**config.mk**
```make
export PLATFORM = sky130hd
export DESIGN_NAME = gpio_bank_regs
export DESIGN_NICKNAME = d
export VERILOG_FILES = /design/src/rtl/gpio_bank_regs.sv
export SDC_FILE = /design/constraint.sdc
export NUM_CORES = 1
export LEC_CHECK = 0
export BUFFER_PORTS_ARGS = -buffer_cell sky130_fd_sc_hd__clkbuf_2
export CAP_MARGIN = 25
export CORE_MARGIN = 2
export CORE_UTILIZATION = 30
export DETAILED_ROUTE_END_ITERATION = 10
export GPL_TIMING_DRIVEN = 1
export PLACE_DENSITY_LB_ADDON = 0.05
export SKIP_LAST_GASP = 1
export SYNTH_ARGS = -nofsm -noshare
export SYNTH_HDL_FRONTEND = slang
export SYNTH_SLANG_ARGS = --single-unit
```
**constraint.sdc**
```tcl
create_clock -name clk -period 1.5 [get_ports clk]
set_input_delay 0.075 -clock clk [delete_from_list [all_inputs] [get_ports clk]]
set_output_delay 0.075 -clock clk [all_outputs]
set_load 0.05 [all_outputs]
```
**src/rtl/gpio_bank_regs.sv**
```systemverilog
module gpio_bank_regs #(
  parameter int NPINS = 64
) (
  input  logic               clk,
  input  logic               rst_n,
  input  logic               bus_valid,
  input  logic               bus_write,
  input  logic [$clog2(9*(NPINS/32)*4)-1:0] bus_addr,
  input  logic [31:0]        bus_wdata,
  output logic [31:0]        bus_rdata,
  input  logic [NPINS-1:0]   pad_in,
  output logic [NPINS-1:0]   pad_out,
  output logic [NPINS-1:0]   pad_oe,
  output logic [2*NPINS-1:0] alt_sel
);
  localparam int NW = NPINS / 32;
  localparam int AW = $clog2(9 * NW * 4);
  localparam int WW = AW - 2;

  logic [WW-1:0]      widx;
  logic [1:0]         addr_lsb_unused;
  logic [NPINS-1:0]   sync1_q, sync2_q, out_q, dir_q;
  logic [2*NPINS-1:0] alt_q;
  logic               wr_en;

  assign widx            = bus_addr[AW-1:2];
  assign addr_lsb_unused = bus_addr[1:0];
  assign wr_en           = bus_valid && bus_write;

  always_ff @(posedge clk) begin
    if (!rst_n) begin
      sync1_q <= '0;
      sync2_q <= '0;
    end else begin
      sync1_q <= pad_in;
      sync2_q <= sync1_q;
    end
  end

  always_ff @(posedge clk) begin
    if (!rst_n) begin
      out_q <= '0;
      dir_q <= '0;
      alt_q <= '0;
    end else if (wr_en) begin
      for (int w = 0; w < NW; w++) begin
        if (widx == WW'(NW + w))   dir_q[w*32 +: 32] <= bus_wdata;
        if (widx == WW'(2*NW + w)) out_q[w*32 +: 32] <= out_q[w*32 +: 32] | bus_wdata;
        if (widx == WW'(3*NW + w)) out_q[w*32 +: 32] <= out_q[w*32 +: 32] & ~bus_wdata;
      end
      for (int w = 0; w < 2*NW; w++)
        if (widx == WW'(7*NW + w)) alt_q[w*32 +: 32] <= bus_wdata;
    end
  end

  always_comb begin
    bus_rdata = '0;
    for (int w = 0; w < NW; w++) begin
      if (widx == WW'(w))      bus_rdata = sync2_q[w*32 +: 32];
      if (widx == WW'(NW + w)) bus_rdata = dir_q[w*32 +: 32];
    end
    for (int w = 0; w < 2*NW; w++)
      if (widx == WW'(7*NW + w)) bus_rdata = alt_q[w*32 +: 32];
  end

  assign pad_out = out_q;
  assign pad_oe  = dir_q;
  assign alt_sel = alt_q;
endmodule


```
## After elaboration in Yosys (flattened, before gate mapping)

Cells that the tools add are included.
Widths: inputs -> output; s select.

| cells by class | value |
|---|---|
| equal/unequal tests | 11 |
| mux-type cells | 12 |
| bitwise logic cells | 5 |
| reductions and logical operators | 12 |

Operator list:

| cell | number |
|---|---|
| $mux 32 | 12 |
| $and 32x32->32 | 2 |
| $or 32x32->32 | 2 |
| $not 32->32 | 1 |
| $eq 5x3->1 const B | 4 |
| $reduce_and 2->1 | 8 |
| $eq 5x2->1 const B | 2 |
| $eq 5x4->1 const B | 2 |
| $eq 5x5->1 const B | 2 |
| $eq 5x1->1 const B | 1 |
| $logic_not 5->1 | 1 |
| $reduce_bool 2->1 | 2 |
| $logic_and 1x1->1 | 1 |

| word-level totals | value |
|---|---|
| flip-flop bits (word level) | 384 |
| input port bits | 107 |
| output and inout bits | 288 |
| logic and storage cells | 50 |

## Depth between registers and ports, before layout

Gate-level depths: netlist of the first run.

| depth | value |
|---|---|
| depth after elaboration | 9 |
| mapped depth | 8 |
| mapped depth without buffers | 4 |

## Worst setup path before layout of the first run

No wires, ideal clock.

| timing | value |
|---|---|
| path kind | register -> output |
| start point | register dir_q[43] (netlist: pad_oe[43]) |
| end point | output bus_rdata[11] |
| arrival time | 2.393 ns |
| data required time | 1.425 ns |
| path slack | -0.968 ns |
| cell stages (with the launch flop) | 5 |
| buffers on the path | 0 |
| cell sequence | dfxtp_1 -> mux2_2 -> a22oi_1 -> o22a_1 -> o32ai_1 |

| between the ends | value |
|---|---|
| longest elaborated chain between the ends | 5 |

Ends and longest elaborated chain:

| element | line | source |
|---|---|---|
| start, declared | 22 | `logic [NPINS-1:0] sync1_q, sync2_q, out_q, dir_q;` |
| start signal, assigned by index | 47 | `if (widx == WW'(NW + w)) dir_q[w*32 +: 32] <= bus_wdata;` |
| $mux 32 | 60 | `if (widx == WW'(NW + w)) bus_rdata = dir_q[w*32 +: 32];` |
| $mux 32 (4 in series) | 63 | `if (widx == WW'(7*NW + w)) bus_rdata = alt_q[w*32 +: 32];` |
| end, declared | 10 | `output logic [31:0] bus_rdata,` |

Every way passes these cells.

## Worst setup path in the final report of the first run

| timing | value |
|---|---|
| start point | register dir_q[22] (netlist: pad_oe[22]) |
| end point | output bus_rdata[22] |

| between the ends | value |
|---|---|
| longest elaborated chain between the ends | 7 |

Ends and longest elaborated chain:

| element | line | source |
|---|---|---|
| $mux 32 | 60 |  |
| $mux 32 | 59 | `if (widx == WW'(w)) bus_rdata = sync2_q[w*32 +: 32];` |
| $mux 32 | 60 |  |
| $mux 32 (4 in series) | 63 |  |

Every way passes these cells.

==> run metrics, run 1 <==
final max-slew violation count=0; Chip Height=227 um; vias in the first global route=13700; Max Cap Violations=0; HPWL after detailed placement=46600 um; leak pwr=8.94 nW; fmax=440 MHz; Setup CP Type=reg -> out; initial antenna violation count=3; TritonCTS Sinks=384; Sw Share=24.5%; die area=51600 sq um; Synth Cell Area=14900 sq um; cells after synthesis=1746; Via Count=14600; Cell variety after synth=54; htree depth=2; CP Cell Sequence=and3b_1, o21ai_0, a222oi_1, o31a_2, buf_12; CP max-delay cell=a222oi_1; Port Buffer Count=392; Comb power frac=9.2%; clock buffer depth=3; Tmin final=2.27 ns; post-synthesis register bit count=384; Antenna Nets Post-Route=0; final wirelength=63400 um; grt total ovfl=0; clock share of power=45.9%; Power Dens Cells=1040 nW/um^2; crit share post-route=152%; Worst Setup SP=pad_oe[22]; WHS=0.0595 ns; Critical Path Sink Type=output pin; I/O Pins=395; failing checks=negative setup slack; Rows=81; R2R Path End=pad_oe[22]; sequential group share of total power=44.9%; status=finished with violations; placed cell areas=19600 sq um; Area growth syn-to-layout=50.3%; Setup crit end=bus_rdata[22]; sequential area share after synthesis=51.4%; leading area contributor after synthesis=dfxtp_1; CTS tree=built; Synth top area share=51.4%; 1st-pass router iterations=7; die width=227 um; Detailed Route Iter0 Violations=994; syn_nets=1853; first-pass GRT wire length=91900 um; clock latency on the worst-skew pair=0.57 ns; clk slew on worst S/H paths=0.06 ns; pin count of the biggest net entering global routing=129; overall power=23.3 mW; Reg-to-Reg Start=pad_oe[22]; Clock Root Buffer=clkbuf_16; Initial Util=30.5%; GRT Overall Usage=23.8%; top post-synthesis cells by area=dfxtp_1 51%, nand2_1 10%, a21oi_1 9.8%, and2_1 5.4%, clkbuf_1 3.0%; crit-path max cell delay=0.69 ns; Final Hold Fails=0; most common cell after layout, fill and taps aside=nand2_1; Worst-Margin Slew=0.740 ns; # DRC=0; Placeable Area=49100 sq um; CP max FO=2; Final Setup Violations=32; DR vias/cell=4.88; Final nets=2391; register-to-register setup slack=0.71 ns; Clock Skews=0.00692 ns; final std cell area, no fill=22500 sq um; Worst Hold Class=in -> reg; critical path data required time=1.42 ns; Avg Cell Area, Syn=8.56 sq um; share of cells above drive strength 1=34.5%; maximum VDD drop=663 uV; RSZ-0062 raised after global routing=true; most frequent cells in the layout=412 x nand2_1, 356 x clkbuf_2, 333 x dfxtp_1; Worst EP arrival=2.20 ns; slew margin rel.=50.6%; Ys Warns=0; CTS buffer count=44; FF-to-FF path depth=4; routed len/inst=21.3 um; Final Worst Setup Slack=-0.774 ns; Int Pwr=17.6 mW; switching power=5.71 mW; CP startpoint kind=register; routability cong.=0.907
==> kinds of logic (layout without fill, tap and decap cells) <==
kind of cell           count (synthesis)  in the layout  share of synthesized area (%)
AO/OA/AOI/OAI                        502            502                           20.8
buffers and inverters                178            750                           4.94
flip-flops                           384            384                           51.4
multiplexers                          37             37                           2.63
other                                  0              1                              0
AND/OR/NAND/NOR                      645            645                           20.2
==> power groups by stage <==
stage                     Sequential, mW  Clock (mW)  Combinational (mW)
final                               10.5        10.7                2.14
after global routing                10.5        11.3                2.28
after CTS                           10.5        10.9                2.12
after detailed placement            10.7           0                1.87
after global placement              10.7           0                1.87
after floorplan                     10.8           0               0.938
==> stage by stage <==
stage	setup slack, ns	cells	utilization (%)	setup TNS, ns
6_report	-0.774	2983	45.8	-15.07
5_1_grt	-0.809	2982	45.8	-17.13
4_1_cts	-0.755	2982	45.5	-16.57
3_5_place_dp	-0.459	2800	40.0	-67.30
3_3_place_gp	-0.464	2800	40.0	-60.92
2_1_floorplan	-0.116	1746	-	-0.872
==> worst min path at each step <==
stage	from	end	slack (ns)	cells after the start
after global routing	rst_n	alt_sel[76]	0.08	3
after floorplan	pad_in[24]	sync1_q[24]	0.20	1
after CTS	rst_n	pad_oe[18]	0.03	3
final	rst_n	alt_sel[76]	0.06	3
after global placement	pad_in[24]	sync1_q[24]	0.28	2
after detailed placement	pad_in[24]	sync1_q[24]	0.28	2
==> synthesized netlist by cell type (all sizes together) <==
master	count
nand4	1
nand3	14
nor2	31
a2bb2oi	1
and2	130
nor3	7
nor4b	4
a21boi	15
o21ai	30
a31oi	4
nand2	413
clkbuf	120
mux2	18
a222oi	10
o32a	1
a31o	1
or3	2
dfxtp	384
o22ai	5
a22oi	20
o32ai	15
o2111ai	3
or2	1
a311oi	32
nand2b	12
mux2i	19
inv	3
o31ai	2
a211oi	32
and3	11
or4b	1
o22a	15
nor2b	3
a21oi	293
a221o	11
o31a	9
o2bb2ai	1
and3b	11
buf	55
nand4b	1
or3b	1
a221oi	1
nand3b	1
nor4	1
a32oi	1
==> final cells by class <==
type                            count  area (sq um)
Clock buffer                       68          1340
Fill cell                        4897         26600
Antenna cell                        1          2.50
Clock inverter                     12           103
Timing Repair Buffer              667          5170
Tap cell                          664           831
Multi-Input combinational cell   1184          7220
Sequential cell                   384          7770
Inverter                            3          21.3
==> critical path, delay by kind of cell, from the launching register on <==
| kind | cells | cell delay (ns) |
|---|---|---|
| DFF | 1 | 0.32 |
| AOI/OAI and AO/OA | 3 | 1.03 |
| buffers and inverters | 1 | 0.14 |
| and+or+nand+nor | 1 | 0.15 |
==> layer usage <==
metal / GRT usage [%] / up-vias / wire length (um)
met5: 0 / - / 31
met4: 5.57 / 4 / 1160
met3: 5.38 / 71 / 4760
met2: 35.0 / 514 / 27300
met1: 35.2 / 6882 / 30100
li1: - / 7093 / -
==> timing repair <==
item                       in CTS  in global routing
setup endpoints to repair      32                 32
hold endpoints to repair      319                  0
hold buffers                   96                  0
setup buffers                  10                  0
gates resized for setup        70                 29
pin swaps                      45                 15
(Power assumes the default switching activity.)
==> inputs of run 2 (changes only) <==
ABC_AREA = 1   (was unset)
==> run metrics, run 2 <==
status=finished with violations; failing checks=negative setup slack; CTS tree=built; setup TNS=-6.89 ns; sequential group share of total power=44.7%; fmax=532 MHz; Comb power frac=7.7%; clk slew on worst S/H paths=0.06 ns; Area growth syn-to-layout=46.4%; Post-Synth Adder-Cell Area=0%; FF-to-FF path depth=3; die width=226 um; Chip Height=226 um; switching power=5.61 mW; post-synthesis compound-gate area fraction=16.8%; die area=51000 sq um; clock buffer depth=3; share of cells above drive strength 1=28.4%; Setup CP Type=reg -> out; clock share of power=47.6%; sequential area share after synthesis=52.1%; commonest cells in the netlist=384 x dfxtp_1, 334 x nand2_1, 228 x a21oi_1; Final nets=2521; final wirelength=57800 um; GR Util met2=32.3%; I/O Pins=395; routing usage on met3=4.87%; Final Hold Fails=0; Final Worst Setup Slack=-0.378 ns; htree depth=2; placed cell areas=18300 sq um; Worst EP arrival=1.80 ns; # DRC=0; Avg Cell Area, Syn=7.66 sq um; Port Buffer Count=392; buffers and inverters on the worst path=2; vias in the first global route=13500; leading area contributor after synthesis=dfxtp_1; leak pwr=10.3 nW; crit share post-route=125%; HP Start=bus_addr[4]; Cell variety after synth=24; HPWL after detailed placement=42100 um; R2R Path End=pad_oe[16]; Tmin final=1.88 ns; Final Setup Violations=32; hold depth=5; grt total ovfl=0; final std cell area, no fill=21600 sq um; Synth top area share=52.1%; number of enable flip-flop cells after synthesis=0; Synth Cell Area=14800 sq um; Critical Path Sink Type=output pin; post-synthesis register bit count=384; Via Count=14600; CP startpoint kind=register; Worst Hold Path EP=pad_oe[14]; initial antenna violation count=2; DR vias/cell=4.71; delay-heaviest family, CP=simple AND/OR/NAND/NOR gates; Int Pwr=17.8 mW; Placeable Area=48700 sq um; top post-synthesis cells by area=dfxtp_1 52%, nand2_1 8.5%, a21oi_1 7.7%, o21ai_0 6.1%, inv_1 5.1%; Top Usage Layer GRT=met2; Ys Warns=0; GRT Overall Usage=22.1%; CTS buffer count=45; Worst-Margin Slew=0.417 ns; Power Dens Cells=1090 nW/um^2; CP dominant cell by count=nand4_1; first-pass GRT wire length=85900 um; met1 Use GR=32.2%; Detailed Route Iter0 Violations=1018; cell with the most instances after synthesis=dfxtp_1; RSZ-0062 raised after global routing=true; multiplexer share of the synthesized area=0%; WHS=0.221 ns; Initial Util=30.3%; Clock Skews=0.00516 ns; crit-path max cell delay=0.33 ns; slew margin rel.=72.2%; maximum VDD drop=724 uV; clock latency on the worst-skew pair=0.56 ns; most frequent cells in the layout=359 x clkbuf_2, 351 x dfxtp_1, 330 x nand2_1; Sw Share=23.9%; largest family of logic cells by synthesized area=simple AND/OR/NAND/NOR gates; FFs w/ async S/R, synth=0%; cells after synthesis=1926; # diodes=0; CP max FO=2; routability cong.=0.898; final max-slew violation count=0; Reg-to-Reg Start=pad_oe[16]; routed len/inst=18.6 um; Antenna Nets Post-Route=0; most common cell after layout, fill and taps aside=clkbuf_2; Synth Area in XOR/XNOR=0%; syn_nets=2033; 1st-pass router iterations=5; CP Cell Sequence=nand4_1, nand3_2, o21bai_1, buf_4, nand4_1, buf_12; Post-Synth Simple-Gate Area=21.6%; Max Cap Violations=0; TritonCTS Sinks=384; critical path data required time=1.42 ns; Clock Root Buffer=clkbuf_16; Layout Utilization=44.3%; pin count of the biggest net entering global routing=69; register-to-register setup slack=0.70 ns; CP max-delay cell=dfxtp_2; Rows=81; main flop type after synthesis=dfxtp_1; Worst Hold Class=in -> reg
run 2: cell count changes in the layout (fill, tap and decap cells not counted), moves of 40 or more:
cell     previous run  this run
inv_1               1       202
o21ai_0            17       161
and2_1            128         0
nand4_1             1       121
nand2_1           412       330
buf_4             143        67
nor2_1             24        97
a21oi_1           292       228
nand3_1            14        68
o21ai_1            10        50
run 2: final cells by class:
type / count / area, sq um
clock buffer: 61 / 1270
fill: 4961 / 27100
tap: 664 / 831
multi-input combinational: 1186 / 6230
timing repair buffer: 590 / 4530
clock inverter: 18 / 224
inverter: 207 / 777
sequential: 384 / 7740
run 2: timing repair:
item / 4_1_cts / 5_1_grt
buffers inserted: 23 / 1
resized for setup: 151 / 40
hold buffers: 97 / 0
endpoints found under the hold margin: 251 / 0
gates cloned: 0 / 0
endpoints found under the setup margin: 32 / 32
pin swaps: 94 / 60
run 2: stage by stage:
stage	cells	setup WS (ns)	total power [mW]
2_1_floorplan	1926	-0.0248	11.5
3_3_place_gp	2913	-0.282	12.3
3_5_place_dp	2913	-0.285	12.3
4_1_cts	3109	-0.414	23.7
5_1_grt	3110	-0.447	24.3
6_report	3110	-0.378	23.4
run 2: how the worst max path moves through the flow:
stage | start | to | depth (start not counted)
floorplan | bus_addr[2] | bus_rdata[12] | 9
global placement | bus_addr[2] | bus_rdata[31] | 11
detailed placement | bus_addr[2] | bus_rdata[31] | 11
CTS | pad_oe[15] | bus_rdata[15] | 6
global route | pad_oe[15] | bus_rdata[15] | 6
finish | pad_oe[15] | bus_rdata[15] | 6
run 2: logic make-up (layout without fill, tap and decap cells):
group           after synthesis  in the layout
compound gates              480            480
buf+inv                     356            876
flops                       384            384
simple gates                706            706
run 2: worst register-to-register path, stage by stage, from the launching register on:
cell and delay [ns]:
dfxtp_4 0.35, buf_4 0.14, o21ai_1 0.13, a21oi_1 0.05
run 2: metal layers:
metal | vias to the layer above | part of all wire [%] | wire length [um]
met5 | - | 0.045 | 26
met4 | 4 | 2.7 | 1550
met3 | 91 | 6.7 | 3850
met2 | 398 | 42 | 24400
met1 | 6791 | 48 | 28000
li1 | 7352 | - | -
run 2: power by group through the flow:
stage	sequential [mW]	combinational, mW	clock, mW
2_1_floorplan	10.9	0.669	0
3_5_place_dp	10.7	1.54	0
5_1_grt	10.5	1.95	11.9
3_3_place_gp	10.7	1.54	0
4_1_cts	10.5	1.79	11.5
6_report	10.5	1.80	11.2
